### src/rtl/gpio_pkg.sv
// Shared definitions for the GPIO controller: register offsets and the
// encodings of the build-time output and direction modes.
package gpio_pkg;
    typedef enum logic [1:0] {
        REG_DATA = 2'd0,
        REG_SET  = 2'd1,
        REG_CLR  = 2'd2,
        REG_DIR  = 2'd3
    } gpio_reg_e;

    localparam int OUTM_DIRECT = 0;  // data register written directly
    localparam int OUTM_SETCLR = 1;  // data register plus set/clear strobes
    localparam int OUTM_SPLIT  = 2;  // output register at set offset

    localparam int DIRM_NONE    = 0; // no direction register
    localparam int DIRM_OUTMARK = 1; // 1 = output
    localparam int DIRM_INMARK  = 2; // 1 = input
endpackage

### src/rtl/gpio_in_sync.sv
// Two-stage synchronizer for the pad input levels.
// Assumes each bit is an independent asynchronous level; no bus coherence
// across bits is implied. Reset clears both stages.
module gpio_in_sync #(
    parameter int W = 8
) (
    input  logic         clk,
    input  logic         rst_n,
    input  logic [W-1:0] async_in,
    output logic [W-1:0] sync_out
);
    logic [W-1:0] stage1_q;
    logic [W-1:0] stage2_q;

    // Shift the pad levels through two flops.
    always_ff @(posedge clk) begin
        if (!rst_n) begin
            stage1_q <= '0;
            stage2_q <= '0;
        end else begin
            stage1_q <= async_in;
            stage2_q <= stage1_q;
        end
    end

    assign sync_out = stage2_q;
endmodule

### src/rtl/gpio_bit_map.sv
// Maps between pin order and register bit order. With REVERSE set, element n
// goes to position W-1-n; otherwise it passes straight through. Reversal is
// its own inverse, so the same block serves both directions.
module gpio_bit_map #(
    parameter int W       = 8,
    parameter bit REVERSE = 1'b0
) (
    input  logic [W-1:0] vec_in,
    output logic [W-1:0] vec_out
);
    if (REVERSE) begin : g_rev
        for (genvar n = 0; n < W; n++) begin : g_bit
            assign vec_out[n] = vec_in[W-1-n];
        end
    end else begin : g_fwd
        assign vec_out = vec_in;
    end
endmodule

### src/rtl/gpio_regs.sv
// Output-value and direction registers of the GPIO controller, in register
// bit order. Applies the write side effects of the chosen output mode and
// derives per-bit output enables from the chosen direction polarity.
// Assumes one bus write at most per cycle.
module gpio_regs
    import gpio_pkg::*;
#(
    parameter int W        = 8,
    parameter int OUT_MODE = OUTM_SETCLR,
    parameter int DIR_MODE = DIRM_OUTMARK
) (
    input  logic         clk,
    input  logic         rst_n,
    input  logic         wr_en,
    input  logic [1:0]   addr,
    input  logic [W-1:0] wdata,
    output logic [W-1:0] out_q,
    output logic [W-1:0] dir_q,
    output logic [W-1:0] oe
);
    localparam logic [W-1:0] DIR_RST = (DIR_MODE == DIRM_INMARK) ? '1 : '0;

    logic         hit_data, hit_set, hit_clr, hit_dir;
    logic         load_en;
    logic [W-1:0] set_mask, clr_mask, out_next;

    // Decode which register a write targets.
    always_comb begin
        hit_data = wr_en && (addr == REG_DATA);
        hit_set  = wr_en && (addr == REG_SET);
        hit_clr  = wr_en && (addr == REG_CLR);
        hit_dir  = wr_en && (addr == REG_DIR);
    end

    // Select the write side effect for the output register per mode.
    always_comb begin
        load_en  = 1'b0;
        set_mask = '0;
        clr_mask = '0;
        if (OUT_MODE == OUTM_SPLIT) begin
            load_en = hit_set;
        end else begin
            load_en = hit_data;
            if (OUT_MODE == OUTM_SETCLR) begin
                set_mask = hit_set ? wdata : '0;
                clr_mask = hit_clr ? wdata : '0;
            end
        end
        // Clear wins over set for any bit both would touch.
        out_next = load_en ? wdata : ((out_q | set_mask) & ~clr_mask);
    end

    // Hold the output value.
    always_ff @(posedge clk) begin
        if (!rst_n) out_q <= '0;
        else        out_q <= out_next;
    end

    if (DIR_MODE == DIRM_NONE) begin : g_nodir
        assign dir_q = '0;
        assign oe    = out_q;
    end else begin : g_dir
        logic [W-1:0] dir_r;

        // Hold the direction register; reset selects input on every line.
        always_ff @(posedge clk) begin
            if (!rst_n)       dir_r <= DIR_RST;
            else if (hit_dir) dir_r <= wdata;
        end

        assign dir_q = dir_r;
        if (DIR_MODE == DIRM_OUTMARK) begin : g_out
            assign oe = dir_r;
        end else begin : g_in
            assign oe = ~dir_r;
        end
    end
endmodule

### src/rtl/gpio_ctrl.sv
// Top of the memory-mapped GPIO controller. Decodes the single-cycle register
// bus, maps register bits to pins, synchronizes the pad inputs and muxes the
// read-back. Reads are combinational and return zero outside a read access.
// Assumes W is 8, 16, 32 or 64.
module gpio_ctrl
    import gpio_pkg::*;
#(
    parameter int W        = 8,
    parameter int OUT_MODE = OUTM_SETCLR,
    parameter int DIR_MODE = DIRM_OUTMARK,
    parameter bit REVERSE  = 1'b0
) (
    input  logic         clk,
    input  logic         rst_n,
    input  logic         bus_sel,
    input  logic         bus_wr,
    input  logic [1:0]   bus_addr,
    input  logic [W-1:0] bus_wdata,
    output logic [W-1:0] bus_rdata,
    input  logic [W-1:0] pad_in,
    output logic [W-1:0] pad_oe,
    output logic [W-1:0] pad_out
);
    if (W != 8 && W != 16 && W != 32 && W != 64) begin : g_bad_w
        $error("gpio_ctrl: W must be 8, 16, 32 or 64");
    end

    logic         wr_en;
    logic [W-1:0] out_q, dir_q, oe_reg;
    logic [W-1:0] in_sync_pin, in_reg, data_view;

    assign wr_en = bus_sel && bus_wr;

    gpio_regs #(.W(W), .OUT_MODE(OUT_MODE), .DIR_MODE(DIR_MODE)) u_regs (
        .clk   (clk),
        .rst_n (rst_n),
        .wr_en (wr_en),
        .addr  (bus_addr),
        .wdata (bus_wdata),
        .out_q (out_q),
        .dir_q (dir_q),
        .oe    (oe_reg)
    );

    gpio_in_sync #(.W(W)) u_sync (
        .clk      (clk),
        .rst_n    (rst_n),
        .async_in (pad_in),
        .sync_out (in_sync_pin)
    );

    gpio_bit_map #(.W(W), .REVERSE(REVERSE)) u_map_in (
        .vec_in  (in_sync_pin),
        .vec_out (in_reg)
    );

    gpio_bit_map #(.W(W), .REVERSE(REVERSE)) u_map_out (
        .vec_in  (out_q),
        .vec_out (pad_out)
    );

    gpio_bit_map #(.W(W), .REVERSE(REVERSE)) u_map_oe (
        .vec_in  (oe_reg),
        .vec_out (pad_oe)
    );

    // Driven lines report their output value, the others their pad level.
    assign data_view = (out_q & oe_reg) | (in_reg & ~oe_reg);

    // Read-back multiplexer; set and clear offsets are write-only.
    always_comb begin
        bus_rdata = '0;
        if (bus_sel && !bus_wr) begin
            case (bus_addr)
                REG_DATA: bus_rdata = data_view;
                REG_DIR:  bus_rdata = dir_q;
                default:  bus_rdata = '0;
            endcase
        end
    end
endmodule

### config.mk
export PLATFORM = sky130hd
export DESIGN_NAME = gpio_ctrl
export DESIGN_NICKNAME = d
export VERILOG_FILES = /design/src/rtl/gpio_pkg.sv /design/src/rtl/gpio_in_sync.sv /design/src/rtl/gpio_bit_map.sv /design/src/rtl/gpio_regs.sv /design/src/rtl/gpio_ctrl.sv
export SDC_FILE = /design/constraint.sdc
export NUM_CORES = 1
export LEC_CHECK = 0
export ABC_AREA = 1
export BUFFER_PORTS_ARGS = -buffer_cell sky130_fd_sc_hd__clkbuf_2
export CAP_MARGIN = 30
export CELL_PAD_IN_SITES_DETAIL_PLACEMENT = 1
export CELL_PAD_IN_SITES_GLOBAL_PLACEMENT = 2
export CORE_MARGIN = 5
export CORE_UTILIZATION = 30
export CTS_CLUSTER_DIAMETER = 150
export DETAILED_ROUTE_END_ITERATION = 6
export HOLD_SLACK_MARGIN = 0.15
export PLACE_DENSITY_LB_ADDON = 0.1
export SKIP_LAST_GASP = 1
export SLEW_MARGIN = 5
export SYNTH_ARGS = -nofsm -noshare
export SYNTH_HDL_FRONTEND = slang
export SYNTH_HIERARCHICAL = 1
export SYNTH_SLANG_ARGS = --single-unit
### constraint.sdc
create_clock -name clk -period 2.99 [get_ports clk]
set_clock_uncertainty 0.2 [all_clocks]
set_input_delay 0.598 -clock clk [delete_from_list [all_inputs] [get_ports clk]]
set_output_delay 0.598 -clock clk [all_outputs]
set_load 0.01 [all_outputs]
# --- Word level (Yosys, flattened, before mapping) ---
# Cells that the tools add are included.
# Widths: inputs -> output; s select.
classes:
  n_addsub: 0
  multipliers: 0
  n_div: 0
  n_lt_le_gt_ge: 0
  n_eq_ne: 3
  n_shift: 0
  muxes: 5
  bitwise_logic: 7
  n_reduce_logical: 8
ops:
  columns: ["cell", "count"]
  rows:
  - ["$mux 8", 4]
  - ["$and 8x8->8", 3]
  - ["$not 8->8", 2]
  - ["$or 8x8->8", 2]
  - ["$pmux 8 s2", 1]
  - ["$logic_and 1x1->1", 6]
  - ["$eq 2x2->1 const B", 2]
  - ["$eq 2x1->1 const B", 1]
  - ["$logic_not 2->1", 1]
  - ["$logic_not 1->1", 1]
word_totals:
  reg_bits: 32
  latch_bits: 0
  mem_bits_rw: 0
  romBits: 0
  input_bits: 22
  output_inout_bits: 24
  word_cells: 27
  memories: 0

# --- Depth between registers and ports, before layout ---
# Gate-level depths: netlist of run 1.
logic_depth:
  ltp_word: 6
  mapped_depth: 8
  depth_no_buf: 7

# --- Cells and area by module ---
# The synthesis of run 1 kept the hierarchy.
modules_own_cells:
  columns: ["mod", "n_inst", "cells_per_inst", "area_per_inst_um2", "seq_area_each_um2"]
  rows:
  - ["gpio_regs", 1, 114, 822.0, 320.3]
  - ["gpio_in_sync", 1, 50, 484.2, 320.3]
  - ["gpio_ctrl", 1, 74, 339.1, 0.0]
  - ["gpio_bit_map", 3, 8, 60.1, 0.0]

# --- Least setup slack after synthesis of run 1 ---
# OpenSTA, ideal clock, no wires.
synth_timing:
  path_kind: "input to output"
  start: "input bus_addr[0]"
  end: "output bus_rdata[0]"
  arrival_time_ns: 1.293
  t_required_ns: 2.192
  path_slack_ns: 0.899
  stages: 4
  n_path_buf: 0
  cell_sequence: "inv_1 > ha_1 > nand3b_4 > a21oi_1"
synth_via:
  elab_chain_cells: 3
  word_cells_on_any_way: 4
  classes_between: "1 x eq/ne; 2 x mux; 1 x reduce/logical"
synth_lines:
  columns: ["element", "line", "text"]
  rows:
  - ["start: declaration", "gpio_ctrl.sv:17", "input logic [1:0] bus_addr,"]
  - ["$eq 2x2->1 or $logic_not 2->1 (tied branches)", "gpio_ctrl.sv:74", "case (bus_addr)"]
  - ["$pmux 8 s2 (*)", "gpio_ctrl.sv:74", null]
  - ["$mux 8 (*)", "gpio_ctrl.sv:73", "if (bus_sel && !bus_wr) begin"]
  - ["end: declaration", "gpio_ctrl.sv:19", "output logic [W-1:0] bus_rdata,"]
# Every way passes the cells marked *; elsewhere a longest branch is shown, timed or not.

# --- Worst setup path in the final report of run 1 ---
layout_timing:
  start: "input bus_addr[1]"
  end: "output bus_rdata[3]"
# Same word-level chain as after synthesis.

==> results.toml, run 1 <==
[clock_tree]
path_clk_slew_ns = 0.07
ctsHoldBuffers = 0
cts.sinks = 32
cts_resized = 0
cts_setup_buffers = 0
cts_max_level = 2
cts_root_buffer = "clkbuf_8"
cts_buffers = 5
cts_tree = "yes"
cts_buffer_depth = 2
clock_latency_ns = 0.28

[die]
core_area_mm2 = 0.00592
die_area_mm2 = 0.00774
die_width_um = 88.0
die_y_um = 88.0
rows = 28
io-pin-count = 46
start_util_pct = 30.8

[placed_design]
port_buffers = 45
dpl.hpwl_um = 3220
place_area_mm2 = 0.00184
gp_congestion = 0.728

[yosys]
synth_top_area_share_pct = 35.1
synth-edff-count = 0
netlist_area_mm2 = 0.00183
synth-async-reset-ratio_pct = 0
synth-seq-cells = 32
synth_cells = 262
synth_top_area_cell = "dfxtp_1"
netlist_top_cells_area = "dfxtp_1 (35%), buf_4 (15%), inv_1 (13%), nand2_1 (12%), a21oi_1 (6.6%)"
synth_most_common_cell = "inv_1"
synth_seq_area_share_pct = 35.1
syn-num-nets = 286
ys_types = 18
synth-warning-count = 6
synthFlopType = "dfxtp_1"
syn_area_per_cell_um2 = 6.97
synth_common_cells = "inv_1 (61), nand2_1 (60), buf_4 (36), dfxtp_1 (32), a21oi_1 (24)"

[routing]
wl_per_cell_um = 12.6
wirelength_um = 4450
viasPerCell = 4.30
vias = 1515
drtIter0Drc = 35
drtPass1Iterations = 2
drc_errors = 0
antenna_left = 0

[timing]
setup_viol = 0
finalSetupTns_ns = 0
max_freq_ghz = 0.401
fin_crit_ns = 2.50
worstMarginPinSlew_ns = 0.482
max_slew_margin_pct = 67.9
finalHoldViolCount = 0
period_share_pct = 83.5
slew_violations = 0
rsz0062_at_grt = "false"

[worst_setup_path]
reg2reg_depth = 4
critPathArrivalTime_ns = 1.70
cp.required_ns = 2.19
end_kind = "output pin"
r2r-end = "u_regs/out_q[4]"
r2r_slack_ns = 2.07
critPathMaxFanout = 8
rr_startpoint = "u_regs/out_q[4]"
critPathLaunchType = "input pin"
crit_type = "input pin to output pin"

[global_routing]
grt_start_max_net_pins = 17
grt_pass1_vias = 1535
antenna_found_initial = 0
grt_usage_pct = 12.9
grt_overflow = 0
grt_pass1_wl_um = 7540

[finish]
fin_util_pct = 32.6
fin_area_mm2 = 0.00193
area_delta_synth_final_pct = 5.69
drive_gt1_share_pct = 23.5
n_antenna_cell = 0
nNetsFinal = 300

[pwr]
powerDensity_mw_per_mm2 = 473
cellLeakagePower_uw = 0.000967
ir_worst_vdd_uv = 172

[run_status]
status = "complete, no violations"

[job]
max_cap_violations = 0

[hold_path]
min_to = "u_sync/sync_out[0]"
worst_hold_path_type = "register to register"
hold_depth = 2
hp-start = "u_sync/stage1_q[0]"
[registers in the layout, summed over array words and instances, names as in the netlist]
| register | count |
|---|---|
| u_regs/dir_q | 8 |
| u_regs/out_q | 8 |
| u_sync/stage1_q | 8 |
| u_sync/sync_out | 8 |
[cell type report]
class	instances	area, um2
Multi-Input combinational cell	127	624
Fill cell	780	3990
Timing Repair Buffer	47	240
Tap cell	75	93.8
Clock inverter	1	7.51
Inverter	63	236
Sequential cell	32	641
Clock buffer	7	86.3
[per-layer routing]
metal / wire length [um] / global-route usage, % / vias up
met2: 2170 / 21.6 / 31
met1: 2040 / 16.1 / 692
met5: 0 / 0 / -
li1: - / - / 786
met3: 179 / 2.92 / 6
met4: 62 / 5.02 / 0
[cells in the final DEF, fill, tap and decap left out]
| cell | netlist | final |
|---|---|---|
| nand2_2 | 5 | 5 |
| clkbuf_2 | 0 | 45 |
| dfxtp_1 | 32 | 32 |
| nor3_4 | 1 | 1 |
| nand3_1 | 8 | 8 |
| nand3_2 | 1 | 1 |
| clkinvlp_4 | 0 | 1 |
| clkbuf_8 | 0 | 6 |
| nand2_1 | 60 | 60 |
| clkbuf_1 | 0 | 1 |
| nor2_2 | 1 | 1 |
| nand3b_4 | 1 | 1 |
| nand4_1 | 8 | 8 |
| inv_2 | 2 | 2 |
| ha_1 | 2 | 2 |
| buf_4 | 36 | 2 |
| inv_1 | 61 | 61 |
| o21ai_0 | 8 | 8 |
| o21ai_1 | 8 | 8 |
| a21oi_1 | 24 | 24 |
[worst max-delay path by stage]
| stage | from | to | slack, ns | cells past startpoint |
|---|---|---|---|---|
| global placement | bus_addr[1] | bus_rdata[4] | 0.50 | 5 |
| finish | bus_addr[1] | bus_rdata[3] | 0.49 | 6 |
| CTS | bus_addr[1] | bus_rdata[3] | 0.48 | 6 |
| global route | bus_addr[1] | bus_rdata[3] | 0.33 | 6 |
| floorplan | bus_addr[0] | bus_rdata[0] | 0.90 | 4 |
| detailed placement | bus_addr[1] | bus_rdata[3] | 0.47 | 6 |
[power by group]
group	internal [uW]	switching, uW	leakage (uW)	total [uW]
registers	444	10.8	0.000262	455
clock network	187	161	0.0000445	348
logic	39.7	69.4	0.000660	109
total	671	241	0.000967	912
[cells by family after synthesis]
family,synth area share [%]
AOI/OAI and AO/OA,11.0
adders and majority gates,1.37
buffers and inverters,30.7
DFF,35.1
and+or+nand+nor,21.9
[stage by stage]
stage | setup slack [ns] | instances | total power [uW] | hold WS (ns)
2_1_floorplan | 0.899 | 262 | 553 | 0.190
3_3_place_gp | 0.498 | 344 | 576 | 0.196
3_5_place_dp | 0.467 | 344 | 577 | 0.200
4_1_cts | 0.475 | 352 | 932 | 0.217
5_1_grt | 0.331 | 352 | 971 | 0.236
6_report | 0.494 | 352 | 912 | 0.216
[critical path: stages]
cell	delay (ns)
clkbuf_2	0.14
inv_1	0.07
ha_1	0.45
nand3_1	0.14
a21oi_1	0.14
clkbuf_2	0.15
Power figures use the tool's default switching activity.
==> inputs of run 2 (changes only) <==
--- a/config.mk
+++ b/config.mk
@@ -5,13 +5,13 @@
 export SDC_FILE = /design/constraint.sdc
 export NUM_CORES = 1
 export LEC_CHECK = 0
-export ABC_AREA = 1
+export ABC_AREA = 0
 export BUFFER_PORTS_ARGS = -buffer_cell sky130_fd_sc_hd__clkbuf_2
 export CAP_MARGIN = 30
 export CELL_PAD_IN_SITES_DETAIL_PLACEMENT = 1
 export CELL_PAD_IN_SITES_GLOBAL_PLACEMENT = 2
 export CORE_MARGIN = 5
-export CORE_UTILIZATION = 30
+export CORE_UTILIZATION = 28
 export CTS_CLUSTER_DIAMETER = 150
 export DETAILED_ROUTE_END_ITERATION = 6
 export HOLD_SLACK_MARGIN = 0.15
==> constraint.sdc (replaced) <==
create_clock -name clk -period 2.1 [get_ports clk]
set_clock_uncertainty 0.2 [all_clocks]
set_input_delay 0.42 -clock clk [delete_from_list [all_inputs] [get_ports clk]]
set_output_delay 0.42 -clock clk [all_outputs]
set_load 0.01 [all_outputs]
==> results.toml, run 2 <==
[clock_tree]
cts.sinks = 32
cts_buffer_depth = 2
cts_root_buffer = "clkbuf_8"
cts_max_level = 2
cts_buffers = 5
cts_setup_buffers = 0
clock_latency_ns = 0.27
path_clk_slew_ns = 0.06
cts_tree = "yes"

[worst_setup_path]
cp.depth = 7
end_kind = "output pin"
critPathArrivalTime_ns = 1.47
rr_startpoint = "u_regs/dir_q[2]"
r2r-end = "u_regs/dir_q[2]"
cp_slowest_cell = "and4bb_1"
crit_chain = "buf_8, inv_4, ha_4, and4bb_1, buf_12, o2bb2ai_2, buf_2"
reg2reg_depth = 2
critPathLaunchType = "input pin"
r2r_slack_ns = 1.19
path_delay_family = "buffers and inverters"
critPathMaxFanout = 8
cp.required_ns = 1.48
critPathMaxStageDelay_ns = 0.30
path_buf_inv = 4
crit_type = "input pin to output pin"

[yosys]
netlist_area_mm2 = 0.00164
yosys.area_share.simple_pct = 16.9
netlist_top_cells_area = "dfxtp_1 (39%), buf_4 (15%), o2bb2ai_2 (7.3%), and2_2 (6.0%), mux2i_1 (4.9%)"
synth_compound_area_share_pct = 15.7
syn-num-nets = 195
synth_common_cells = "buf_4 (33), dfxtp_1 (32), nand2_1 (16), and2_2 (13), inv_1 (10)"
synth_seq_area_share_pct = 39.2
synth-async-reset-ratio_pct = 0
synth-seq-cells = 32
synth_top_family_by_area = "buffers and inverters"
synthFlopType = "dfxtp_1"
syn_area_per_cell_um2 = 9.56
synth-warning-count = 6
synth_most_common_cell = "buf_4"
synth_top_area_cell = "dfxtp_1"
synth_xor_area_share_pct = 0
ys_types = 20
synth_top_area_share_pct = 39.2
synth_cells = 171
synthMuxAreaShare_pct = 4.90
synth_fa_ha_area_share_pct = 1.53
synth-edff-count = 0

[die]
core_area_mm2 = 0.00561
die_y_um = 86.4
die_width_um = 86.4
rows = 27
io-pin-count = 46
die_area_mm2 = 0.00747
start_util_pct = 29.2

[run_status]
status = "complete, no violations"

[finish]
fin_area_mm2 = 0.00190
n_antenna_cell = 0
fillCellCount = 668
area_delta_synth_final_pct = 16.0
mostFrequentLayoutCells = "clkbuf_2 (36), dfxtp_1 (32), nand2_1 (16), and2_2 (13)"
nNetsFinal = 217
drive_gt1_share_pct = 44.0
final_common_cell = "clkbuf_2"

[timing]
max_freq_ghz = 0.478
max_slew_margin_pct = 69.9
slew_violations = 0
rsz0062_at_grt = "true"
setup_viol = 0
hold_slack_ns = 0.166
finalHoldViolCount = 0
period_share_pct = 99.5
worstMarginPinSlew_ns = 0.451
fin_crit_ns = 2.09

[global_routing]
grt_overflow = 0
antenna_found_initial = 0
grt_pass1_vias = 1248
grt_usage_pct = 10.6
grt_start_max_net_pins = 21
grt_pass1_wl_um = 6040

[routing]
vias = 1149
wl_per_cell_um = 14.5
drtIter0Drc = 21
drc_errors = 0
viasPerCell = 4.37
antenna_left = 0
wirelength_um = 3800
drtPass1Iterations = 2

[placed_design]
port_buffers = 45
gp_congestion = 0.667
place_area_mm2 = 0.00170
dpl.hpwl_um = 2820

[hold_path]
worst_hold_path_type = "input pin to register"
hold_depth = 2
hp-start = "pad_in[4]"
min_to = "u_sync/stage1_q[4]"

[pwr]
p_sw_uw = 275
cellLeakagePower_uw = 0.000806
p_int_uw = 909
p_seq_share_pct = 54.3
powerDensity_mw_per_mm2 = 624
ir_worst_vdd_uv = 354
clkPwrFrac_pct = 34.3
pwr-share-comb_pct = 11.5
switching_share_pct = 23.2

[job]
max_cap_violations = 0
[run 2: area by class of cell]
type	count	area (um2)	share of cell area (%)
tap	72	90.1	4.75
multi-input combinational	88	688	36.3
sequential	32	641	33.8
inverter	10	42.5	2.24
clock buffer	5	68.8	3.63
timing repair buffer	56	367	19.3
[run 2: per-stage QoR]
step           util [%]  cells  worst slack (ns)  total power (uW)  TNS [ns]
2_1_floorplan         -    171             0.221               747         0
3_3_place_gp       30.4    255           -0.0518               774    -0.301
3_5_place_dp       30.4    255            -0.107               780    -0.768
4_1_cts            32.6    263           -0.0497              1200    -0.307
5_1_grt            33.8    263           -0.0327              1250    -0.203
6_report           33.8    263            0.0100              1180         0
[run 2: cells by family (layout without fill, tap and decap cells)]
group	Yosys count	after routing
multiplexers	8	8
flip-flops	32	32
adder cells (fa/ha/maj)	2	2
AO/OA/AOI/OAI	32	32
AND/OR/NAND/NOR	46	46
buffers and inverters	51	71
[run 2: power by group through the flow]
stage,Sequential (uW),Combinational [uW],Clock [uW]
after detailed placement,656,124,0
after global placement,656,118,0
after CTS,643,131,431
after global routing,646,150,455
final,643,136,406
after floorplan,651,95.8,0
[run 2: how the worst max path moves through the flow]
stage,start,endpoint
floorplan,bus_addr[0],bus_rdata[0]
CTS,bus_addr[1],bus_rdata[3]
finish,bus_addr[1],bus_rdata[4]
global route,bus_addr[1],bus_rdata[4]
detailed placement,bus_addr[0],bus_rdata[3]
global placement,bus_addr[0],bus_rdata[3]
[run 2: timing repair]
item | 4_1_cts | 5_1_grt
pin swaps | 2 | 1
hold buffers | 3 | 0
endpoints found under the hold margin | 3 | 0
setup endpoints to repair | 8 | 8
resized for setup | 4 | 20
[run 2: metal layers]
metal / wire length [um] / vias to the layer above / track usage [%]
met1: 1690 / 539 / 12.3
met5: 0 / - / 0
li1: - / 581 / -
met3: 178 / 4 / 3.61
met4: 40 / 0 / 3.82
met2: 1890 / 25 / 17.9
